--- config.mk ---
export PLATFORM = sky130hd
export DESIGN_NAME = ovl_compositor
export DESIGN_NICKNAME = d
export VERILOG_FILES = /design/src/rtl/ovl_pkg.sv /design/src/rtl/ovl_ctrl.sv /design/src/rtl/ovl_datapath.sv /design/src/rtl/ovl_compositor.sv
export SDC_FILE = /design/constraint.sdc
export NUM_CORES = 1
export LEC_CHECK = 0
export CAP_MARGIN = 0
export CORE_ASPECT_RATIO = 1.2
export CORE_MARGIN = 8
export CORE_UTILIZATION = 50
export CTS_BUF_LIST = sky130_fd_sc_hd__clkbuf_2
export CTS_CLUSTER_SIZE = 14
export DETAILED_ROUTE_END_ITERATION = 7
export PLACE_DENSITY = 0.94
export SLEW_MARGIN = 20
export SYNTH_ARGS = -nofsm -noshare
export SYNTH_HDL_FRONTEND = slang
export SYNTH_SLANG_ARGS = --single-unit
--- constraint.sdc ---
create_clock -name clk -period 4.75 [get_ports clk]
set_input_delay 0.475 -clock clk [delete_from_list [all_inputs] [get_ports clk]]
set_output_delay 0.475 -clock clk [all_outputs]
set_load 0.005 [all_outputs]
--- src/rtl/ovl_pkg.sv ---
package ovl_pkg;
  localparam int NL       = 2;  // number of layers
  localparam int TOP_IDX  = 0;  // drawn above
  localparam int BASE_IDX = 1;  // primary, drawn below
  localparam int FMT_W    = 2;
  localparam int FMT_WIDE = 1;  // format bit: 1 = 32-bit XRGB
  localparam int FMT_555  = 0;  // format bit within 16-bit: 1 = RGB555
  localparam int RGB_W    = 24;
  localparam int RAW_W    = 32;

  typedef struct packed {
    logic valid;
    logic pickTop;
    logic pickBase;
    logic baseExt;
  } ovl_strobe_t;

  function automatic logic [RGB_W-1:0] expandPix(input logic [FMT_W-1:0] fmt,
                                                 input logic [RAW_W-1:0] raw);
    logic [4:0] r5, g5, b5;
    logic [5:0] g6;
    if (fmt[FMT_WIDE]) begin
      return raw[23:0];
    end
    b5 = raw[4:0];
    if (fmt[FMT_555]) begin
      r5 = raw[14:10];
      g5 = raw[9:5];
      return {r5, r5[4:2], g5, g5[4:2], b5, b5[4:2]};
    end
    r5 = raw[15:11];
    g6 = raw[10:5];
    return {r5, r5[4:2], g6, g6[5:4], b5, b5[4:2]};
  endfunction
endpackage

--- src/rtl/ovl_ctrl.sv ---
module ovl_ctrl
  import ovl_pkg::*;
#(
  parameter int XW = 11,
  parameter int YW = 11
) (
  input  logic                        clk,
  input  logic                        rstN,
  input  logic                        frameStart,
  input  logic                        pixValid,
  input  logic [XW-1:0]               pixX,
  input  logic [YW-1:0]               pixY,
  input  logic                        ovlEnIn,
  input  logic [NL-1:0]               layerEnIn,
  input  logic [NL-1:0][XW-1:0]       posXIn,
  input  logic [NL-1:0][YW-1:0]       posYIn,
  input  logic [NL-1:0][XW-1:0]       widthIn,
  input  logic [NL-1:0][YW-1:0]       heightIn,
  input  logic [NL-1:0][FMT_W-1:0]    fmtIn,
  input  logic                        baseExtIn,
  output logic [NL-1:0][FMT_W-1:0]    fmtSh,
  output ovl_strobe_t                 strobe
);
  logic                  ovlEnSh;
  logic [NL-1:0]         enSh;
  logic [NL-1:0][XW-1:0] posXSh, widthSh;
  logic [NL-1:0][YW-1:0] posYSh, heightSh;
  logic                  baseExtSh;
  logic [NL-1:0]         hit;

  // Shadow registers: loaded only on the frame-start pulse
  always_ff @(posedge clk) begin
    if (!rstN) begin
      ovlEnSh   <= 1'b0;
      enSh      <= '0;
      posXSh    <= '0;
      posYSh    <= '0;
      widthSh   <= '0;
      heightSh  <= '0;
      fmtSh     <= '0;
      baseExtSh <= 1'b0;
    end else if (frameStart) begin
      ovlEnSh   <= ovlEnIn;
      enSh      <= layerEnIn;
      posXSh    <= posXIn;
      posYSh    <= posYIn;
      widthSh   <= widthIn;
      heightSh  <= heightIn;
      fmtSh     <= fmtIn;
      baseExtSh <= baseExtIn;
    end
  end

  // Per-layer rectangle hit test, end bound exclusive
  for (genvar l = 0; l < NL; l++) begin : g_hit
    logic [XW:0] xEnd;
    logic [YW:0] yEnd;
    assign xEnd = {1'b0, posXSh[l]} + {1'b0, widthSh[l]};
    assign yEnd = {1'b0, posYSh[l]} + {1'b0, heightSh[l]};
    assign hit[l] = enSh[l]
                  && (pixX >= posXSh[l]) && ({1'b0, pixX} < xEnd)
                  && (pixY >= posYSh[l]) && ({1'b0, pixY} < yEnd);
  end

  // Fixed priority: top layer wins, base next, else background
  always_comb begin
    strobe.valid   = pixValid;
    strobe.baseExt = baseExtSh;
    if (ovlEnSh) begin
      strobe.pickTop  = hit[TOP_IDX];
      strobe.pickBase = !hit[TOP_IDX] && hit[BASE_IDX];
    end else begin
      strobe.pickTop  = 1'b0;
      strobe.pickBase = 1'b1;
    end
  end

  // settings stay frozen between frame-start pulses
  assert_shadow_hold_R12: assert property (@(posedge clk) disable iff (!rstN)
    !frameStart |=> $stable(posXSh) && $stable(posYSh) && $stable(widthSh)
                    && $stable(heightSh) && $stable(fmtSh) && $stable(enSh)
                    && $stable(ovlEnSh) && $stable(baseExtSh));

  // a chosen top pixel lies inside the top rectangle
  assert_top_inside_R4: assert property (@(posedge clk) disable iff (!rstN)
    strobe.pickTop |-> (pixX - posXSh[TOP_IDX]) < widthSh[TOP_IDX]
                       && (pixY - posYSh[TOP_IDX]) < heightSh[TOP_IDX]
                       && pixX >= posXSh[TOP_IDX] && pixY >= posYSh[TOP_IDX]);
endmodule

--- src/rtl/ovl_datapath.sv ---
module ovl_datapath
  import ovl_pkg::*;
(
  input  logic                     clk,
  input  logic                     rstN,
  input  ovl_strobe_t              strobe,
  input  logic [NL-1:0][FMT_W-1:0] fmtSh,
  input  logic [RAW_W-1:0]         topPix,
  input  logic [RAW_W-1:0]         baseDmaPix,
  input  logic [RGB_W-1:0]         extPix,
  input  logic [RGB_W-1:0]         bgColor,
  output logic                     outValid,
  output logic [RGB_W-1:0]         outRgb
);
  logic [NL-1:0][RAW_W-1:0] rawPix;
  logic [NL-1:0][RGB_W-1:0] expPix;
  logic [RGB_W-1:0]         baseRgb, nextRgb;

  assign rawPix[TOP_IDX]  = topPix;
  assign rawPix[BASE_IDX] = baseDmaPix;

  for (genvar l = 0; l < NL; l++) begin : g_expand
    assign expPix[l] = expandPix(fmtSh[l], rawPix[l]);
  end

  assign baseRgb = strobe.baseExt ? extPix : expPix[BASE_IDX];

  always_comb begin
    if (strobe.pickTop)       nextRgb = expPix[TOP_IDX];
    else if (strobe.pickBase) nextRgb = baseRgb;
    else                      nextRgb = bgColor;
  end

  always_ff @(posedge clk) begin
    if (!rstN) begin
      outValid <= 1'b0;
      outRgb   <= '0;
    end else begin
      outValid <= strobe.valid;
      outRgb   <= strobe.valid ? nextRgb : '0;
    end
  end

  // never more than one layer selected
  assert_one_source_R3: assert property (@(posedge clk) disable iff (!rstN)
    $onehot0({strobe.pickTop, strobe.pickBase}));

  // one output per accepted coordinate, one cycle later
  assert_latency_R2: assert property (@(posedge clk) disable iff (!rstN)
    strobe.valid |=> outValid);

  // idle cycles produce a blank, invalid output
  assert_idle_zero_R2: assert property (@(posedge clk) disable iff (!rstN)
    !strobe.valid |=> !outValid && outRgb == '0);

  // uncovered pixels carry the background colour
  assert_background_R6: assert property (@(posedge clk) disable iff (!rstN)
    strobe.valid && !strobe.pickTop && !strobe.pickBase |=> outRgb == $past(bgColor));
endmodule

--- src/rtl/ovl_compositor.sv ---
module ovl_compositor
  import ovl_pkg::*;
#(
  parameter int XW = 11,
  parameter int YW = 11
) (
  input  logic          clk,
  input  logic          rstN,
  input  logic          frameStart,
  input  logic          pixValid,
  input  logic [XW-1:0] pixX,
  input  logic [YW-1:0] pixY,
  input  logic          ovlEnable,
  input  logic          topEnable,
  input  logic [XW-1:0] topPosX,
  input  logic [YW-1:0] topPosY,
  input  logic [XW-1:0] topWidth,
  input  logic [YW-1:0] topHeight,
  input  logic [1:0]    topFormat,
  input  logic          baseEnable,
  input  logic [XW-1:0] basePosX,
  input  logic [YW-1:0] basePosY,
  input  logic [XW-1:0] baseWidth,
  input  logic [YW-1:0] baseHeight,
  input  logic [1:0]    baseFormat,
  input  logic          baseFromExt,
  input  logic [23:0]   bgColor,
  input  logic [31:0]   topPixel,
  input  logic [31:0]   basePixel,
  input  logic [23:0]   extPixel,
  output logic          outValid,
  output logic [23:0]   outRgb
);
  ovl_strobe_t              strobe;
  logic [NL-1:0][FMT_W-1:0] fmtSh;

  ovl_ctrl #(.XW(XW), .YW(YW)) u_ctrl (
    .clk       (clk),
    .rstN      (rstN),
    .frameStart(frameStart),
    .pixValid  (pixValid),
    .pixX      (pixX),
    .pixY      (pixY),
    .ovlEnIn   (ovlEnable),
    .layerEnIn ({baseEnable, topEnable}),
    .posXIn    ({basePosX, topPosX}),
    .posYIn    ({basePosY, topPosY}),
    .widthIn   ({baseWidth, topWidth}),
    .heightIn  ({baseHeight, topHeight}),
    .fmtIn     ({baseFormat, topFormat}),
    .baseExtIn (baseFromExt),
    .fmtSh     (fmtSh),
    .strobe    (strobe)
  );

  ovl_datapath u_dp (
    .clk       (clk),
    .rstN      (rstN),
    .strobe    (strobe),
    .fmtSh     (fmtSh),
    .topPix    (topPixel),
    .baseDmaPix(basePixel),
    .extPix    (extPixel),
    .bgColor   (bgColor),
    .outValid  (outValid),
    .outRgb    (outRgb)
  );
endmodule

[After elaboration in Yosys (flattened, before gate mapping)]
Index checks and enable logic that the tools add are counted.
Storage, ports and cells
  flip-flop bits (word level): 121
  latch bits: 0
  bits in writable memories: 0
  bits in read-only memories: 0
  input bits: 234
  output and inout bits: 25
  word-level logic and storage cells: 56
  memories: 0
Cells by class
  add/subtract/negate cells: 4
  multipliers: 0
  div/mod/pow operators: 0
  order comparisons: 8
  equality and inequality tests: 0
  shift-type cells: 0
  multiplexer cells: 18
  bitwise logic cells: 0
  reductions and logical operators: 11
Operator list (count)
  $mux W24: 11
  $add A11 B11 Y12: 4
  $lt A11 B12 Y1: 4
  $ge A11 B11 Y1: 4
  $logic_and A1 B1 Y1: 9
  $mux W1: 6
  $mux W2: 1
  $reduce_and A2 Y1: 1
  $logic_not A1 Y1: 1

[Logic depth before layout (Yosys ltp)]
  depth in word-level cells: 10
  gate-level depth with buffers: 20
  gate-level depth less buffers: 19

[By module]
A second synthesis with hierarchy kept.
Second synthesis, totals
  cell total of the unflattened synthesis: 1049
  area, all modules: 9476.6 um^2
Modules (own cells, without submodules)
  ovl_ctrl: instances 1, cells an instance 794, area an instance 7315.8 um^2, sequential area each 1921.8 um^2
  ovl_datapath: instances 1, cells an instance 255, area an instance 2160.8 um^2, sequential area each 500.5 um^2

[Worst setup path after synthesis]
OpenSTA, ideal clock, no wires.
  path type: flip-flop to flip-flop
  start point: reg u_ctrl.widthSh[0] (netlist bit)
  end point: reg u_dp.outRgb[21]
  library setup time: 75 ps
  arrival time: 3798 ps
  required time: 4675 ps
  setup slack: 877 ps
  stages on the path, launching flop included: 20
  period minus slack after synthesis: 3873 ps
  cell sequence: dfxtp_1 > ha_1 > fa_1 > a21o_1 > a21oi_1 > o21bai_1 > a21oi_1 > o21ai_0 > a21o_1 > a21oi_1 > xor2_1 > ha_1 > nand2_1 > a21oi_1 > a221oi_1 > a211oi_1 > or4b_4 > buf_6 > o21bai_1 > o22ai_1
On the way
  cells in the longest elaborated chain, start to end: 10
RTL lines
  start, declared: RTL line ovl_ctrl.sv:26  | logic [NL-1:0][XW-1:0] posXSh, widthSh;
  start signal, assigned: RTL line ovl_ctrl.sv:47  | widthSh <= widthIn;
  $add A11 B11 Y12 (*): RTL line ovl_ctrl.sv:58  | assign xEnd = {1'b0, posXSh[l]} + {1'b0, widthSh[l]};
  $lt A11 B12 Y1 (*): RTL line ovl_ctrl.sv:61  | && (pixX >= posXSh[l]) && ({1'b0, pixX} < xEnd)
  $logic_and A1 B1 Y1 (*): RTL line ovl_ctrl.sv:61
  $logic_and A1 B1 Y1 (*) (2 in a row): RTL line ovl_ctrl.sv:62  | && (pixY >= posYSh[l]) && ({1'b0, pixY} < yEnd);
  $logic_not A1 Y1: RTL line ovl_ctrl.sv:71  | strobe.pickBase = !hit[TOP_IDX] && hit[BASE_IDX];
  $logic_and A1 B1 Y1: RTL line ovl_ctrl.sv:71
  $mux W2 (*): RTL line ovl_ctrl.sv:69  | if (ovlEnSh) begin
  $mux W24: RTL line ovl_datapath.sv:30  | else if (strobe.pickBase) nextRgb = baseRgb;
  $mux W24 (*): RTL line ovl_datapath.sv:29  | if (strobe.pickTop) nextRgb = expPix[TOP_IDX];
  end signal, assigned: RTL line ovl_datapath.sv:40  | outRgb <= strobe.valid ? nextRgb : '0;
  end, declared: RTL line ovl_datapath.sv:13  | output logic [RGB_W-1:0] outRgb
Every way passes the cells marked *; elsewhere a longest branch is shown, timed or not.
A chain may end at the register's enable or synchronous reset.

[Worst setup path after layout]
  start point: reg u_ctrl.widthSh[0] (netlist bit)
  end point: reg u_dp.outRgb[22]
The elaborated chain is that of the path after synthesis.

==> impl_results.md <==
- CP startpoint kind: register
- Hold path depth: 2
- Vias in the first global route: 8,702
- Largest net degree at the start of global routing: 97
- CTS root buf: clkbuf_2
- Hold Crit Start: rstN
- Period Utilization, post-route: 95.1%
- H-tree depth: 4
- Fill count: 1,385
- Final setup viols: 0
- Most common cell in the netlist: mux2i_1
- Syn_nets: 1,399
- Worst-margin pin slew: 0.765 ns
- Placement Setup Slack: 0.313 ns
- Final setup skew: 0.0373 ns
- 1st-iter DRT viols: 440
- Worst min path class: primary input to register
- R2r startpoint: u_ctrl.widthSh[0]
- Die area: 22,900 sq um
- Final wirelength: 27.3 mm
- Clock Pin Slew Worst Setup and Hold Paths: 0.22 ns
- Unique masters post-synth: 56
- EDFF count, synth: 0
- Yosys top cell area share: 26.5%
- Endpoint type of the worst setup path: register
- Postcts setup bufs: 0
- Main flop type after synthesis: dfxtp_1
- Routability cong.: 0.877
- Yosys top cell by area: dfxtp_1
- Max-slew violation count: 0
- Largest fanout on the critical path: 21
- Post-route setup slack: 0.231 ns
- Final Hold Violating Endpoints: 0
- CTS tree: yes
- Die Ht: 164 um
- Pleak: 5.15 nW
- Die width: 139 um
- Clk_lat worst skew: 0.75 ns
- Netlist Area Pre-Place: 9130 sq um
- Sink Count: 121
- Antenna-violating nets left: 0
- Fin Setup TNS: 0 ns
- Longest Clk Path Bufs: 2
- Grt ovf: 0
- Rel. slew slack: 49.0%
- Vias per Instance: 5.58
- Mapped Cells: 1,033
- Reg2Reg Depth: 18
- Fin nets: 1,625
- Synthesized flop and latch total: 121
- Detailed Place HPWL: 22.0 mm
- RR Endpoint: u_dp.outRgb[22]
- Synth warn: 0
- R2R setup slack: 0.23 ns
- Aggregate global-route resource usage: 23.6%
- Initial antenna violation count: 2
- Main area contributors after synthesis: dfxtp_1, ha_1, mux2i_1, nor2b_1, a21oi_1
- Synth cell count leaders: mux2i_1, ha_1, dfxtp_1
- Worst vdd ir: 0.150 mV
- Core Area: 18,000 sq um
- PwrDens: 235 nW/um^2
- WL/cell: 18.2 um
- Max-Cap Viols: 0
- # port buffers: 242
- Min-Delay Endpoint: u_dp.outValid
- Initial core utilization: 50.6%
- Crit path kind: register to register
- Via count: 8,362
- DRC: 0
- Row cnt: 54
- First-pass GRT wire length: 43.1 mm
- Top Ports: 259
- Drt pass-1 iters: 5
- Share of cells above drive strength 1: 4.25%
- FMAX: 221 MHz
- Sequential area share after synthesis: 26.5%
- CTS buffer count: 17
- Worst path required time: 5.42 ns
- RSZ-0062 raised after global routing: false
- Synth async-reset ratio: 0%
- Synth Area per Inst: 8.84 sq um
- Worst endpoint data arrival time: 5.19 ns
- Final min period: 4.52 ns
- Area Overhead vs Synth: 31.5%
- Status: finished clean
[placed cells by master, fill, tap and decap left out, types with 3 or more instances in the layout]
cell type,count
nand4_1,3
o22ai_1,24
a21boi_0,3
nand2b_1,11
a21o_1,19
o21a_1,7
nand2_1,43
xor2_1,16
nor2b_1,119
a211oi_1,7
o211ai_1,3
buf_4,9
mux2_2,3
inv_1,63
mux2i_1,139
nor2_1,38
nand3_1,9
o21ai_0,64
and3_1,5
a31oi_1,6
dfxtp_1,121
a21oi_1,81
clkinv_4,4
fa_1,4
o21bai_1,5
a2111oi_0,4
xnor2_1,17
a221o_1,3
o21ai_1,4
ha_1,128
nor3_1,7
bufinv_16,4
clkdlybuf4s50_1,240
clkbuf_2,17
[worst max-delay path by stage]
stage / from / to / slack [ns]
finish: u_ctrl.widthSh[0] / u_dp.outRgb[22] / 0.23
global route: u_ctrl.posXSh[0] / u_dp.outRgb[22] / 0.01
CTS: u_ctrl.widthSh[0] / u_dp.outRgb[22] / 0.24
detailed placement: u_ctrl.widthSh[0] / u_dp.outRgb[22] / 0.31
global placement: u_ctrl.posXSh[0] / u_dp.outRgb[18] / 0.49
floorplan: u_ctrl.widthSh[0] / u_dp.outRgb[21] / 0.88
[sequential cells by signal (all words and copies together), names as in the netlist]
| signal | cells |
|---|---|
| u_ctrl.baseExtSh | 1 |
| u_ctrl.enSh | 2 |
| u_ctrl.fmtSh | 4 |
| u_ctrl.heightSh | 22 |
| u_ctrl.ovlEnSh | 1 |
| u_ctrl.posXSh | 22 |
| u_ctrl.posYSh | 22 |
| u_ctrl.widthSh | 22 |
| u_dp.outRgb | 24 |
| u_dp.outValid | 1 |
[cell type report]
class                   instances  area (sq um)  share of cell area [%]
flip-flops and latches        121          2420                    20.2
multi-input cells             806          6300                    52.5
diodes                          2          5.00                  0.0417
clock buffers                  17          85.1                   0.709
well taps                     224           280                    2.34
inverters                      63           236                    1.97
clock inverters                15           200                    1.67
repair buffers                250          2470                    20.6
[per-stage QoR]
| stage | cells | total power [mW] | instance area, sq um | util, % | hold slack [ns] |
|---|---|---|---|---|---|
| after floorplan | 1033 | 1.67 | 9130 | - | 0.482 |
| after global placement | 1464 | 2.00 | 11700 | 64.9 | 0.505 |
| after detailed placement | 1464 | 2.05 | 11700 | 64.9 | 0.515 |
| after CTS | 1496 | 2.84 | 12000 | 66.5 | 0.0777 |
| after global routing | 1498 | 2.98 | 12000 | 66.5 | 0.0938 |
| final | 1498 | 2.83 | 12000 | 66.5 | 0.119 |
[where the power goes]
group          internal [mW]  switching, mW  total (mW)
Combinational          0.489          0.418       0.907
Clock                  0.348          0.441       0.789
Sequential              1.08         0.0486        1.13
Total                   1.92          0.908        2.83
[kinds of logic after synthesis]
logic type / synth area share (%)
multiplexers: 15.6
AO/OA/AOI/OAI: 16.8
buffers and inverters: 4.65
AND/OR/NAND/NOR: 14.8
XOR/XNOR: 3.17
adder cells (fa/ha/maj): 18.4
flip-flops: 26.5
[worst max-delay path, stage by stage, from the launching register on]
cell	delay [ns]
dfxtp_1	0.38
ha_1	0.23
fa_1	0.42
a21o_1	0.17
a21oi_1	0.21
o21bai_1	0.10
a21oi_1	0.22
o21ai_0	0.21
a21o_1	0.23
a21oi_1	0.17
xor2_1	0.16
ha_1	0.26
nand2_1	0.06
a21oi_1	0.03
a221oi_1	0.30
a211oi_1	0.16
or4b_4	0.67
o21bai_1	0.25
o22ai_1	0.19
[repair_timing]
item	CTS	global route
resized for setup	0	0
hold endpoints to repair	0	0
hold buffers	0	0
endpoints found under the setup margin	0	1
[layer usage]
metal / vias to the layer above / global-route usage, % / wire length (um)
met1: 3883 / 25.4 / 10700
met3: 57 / 5.09 / 1600
li1: 4142 / - / -
met5: - / 0 / 0
met2: 280 / 44.2 / 14100
met4: 0 / 9.50 / 870
No activity file was read; power rests on OpenSTA's default activity.
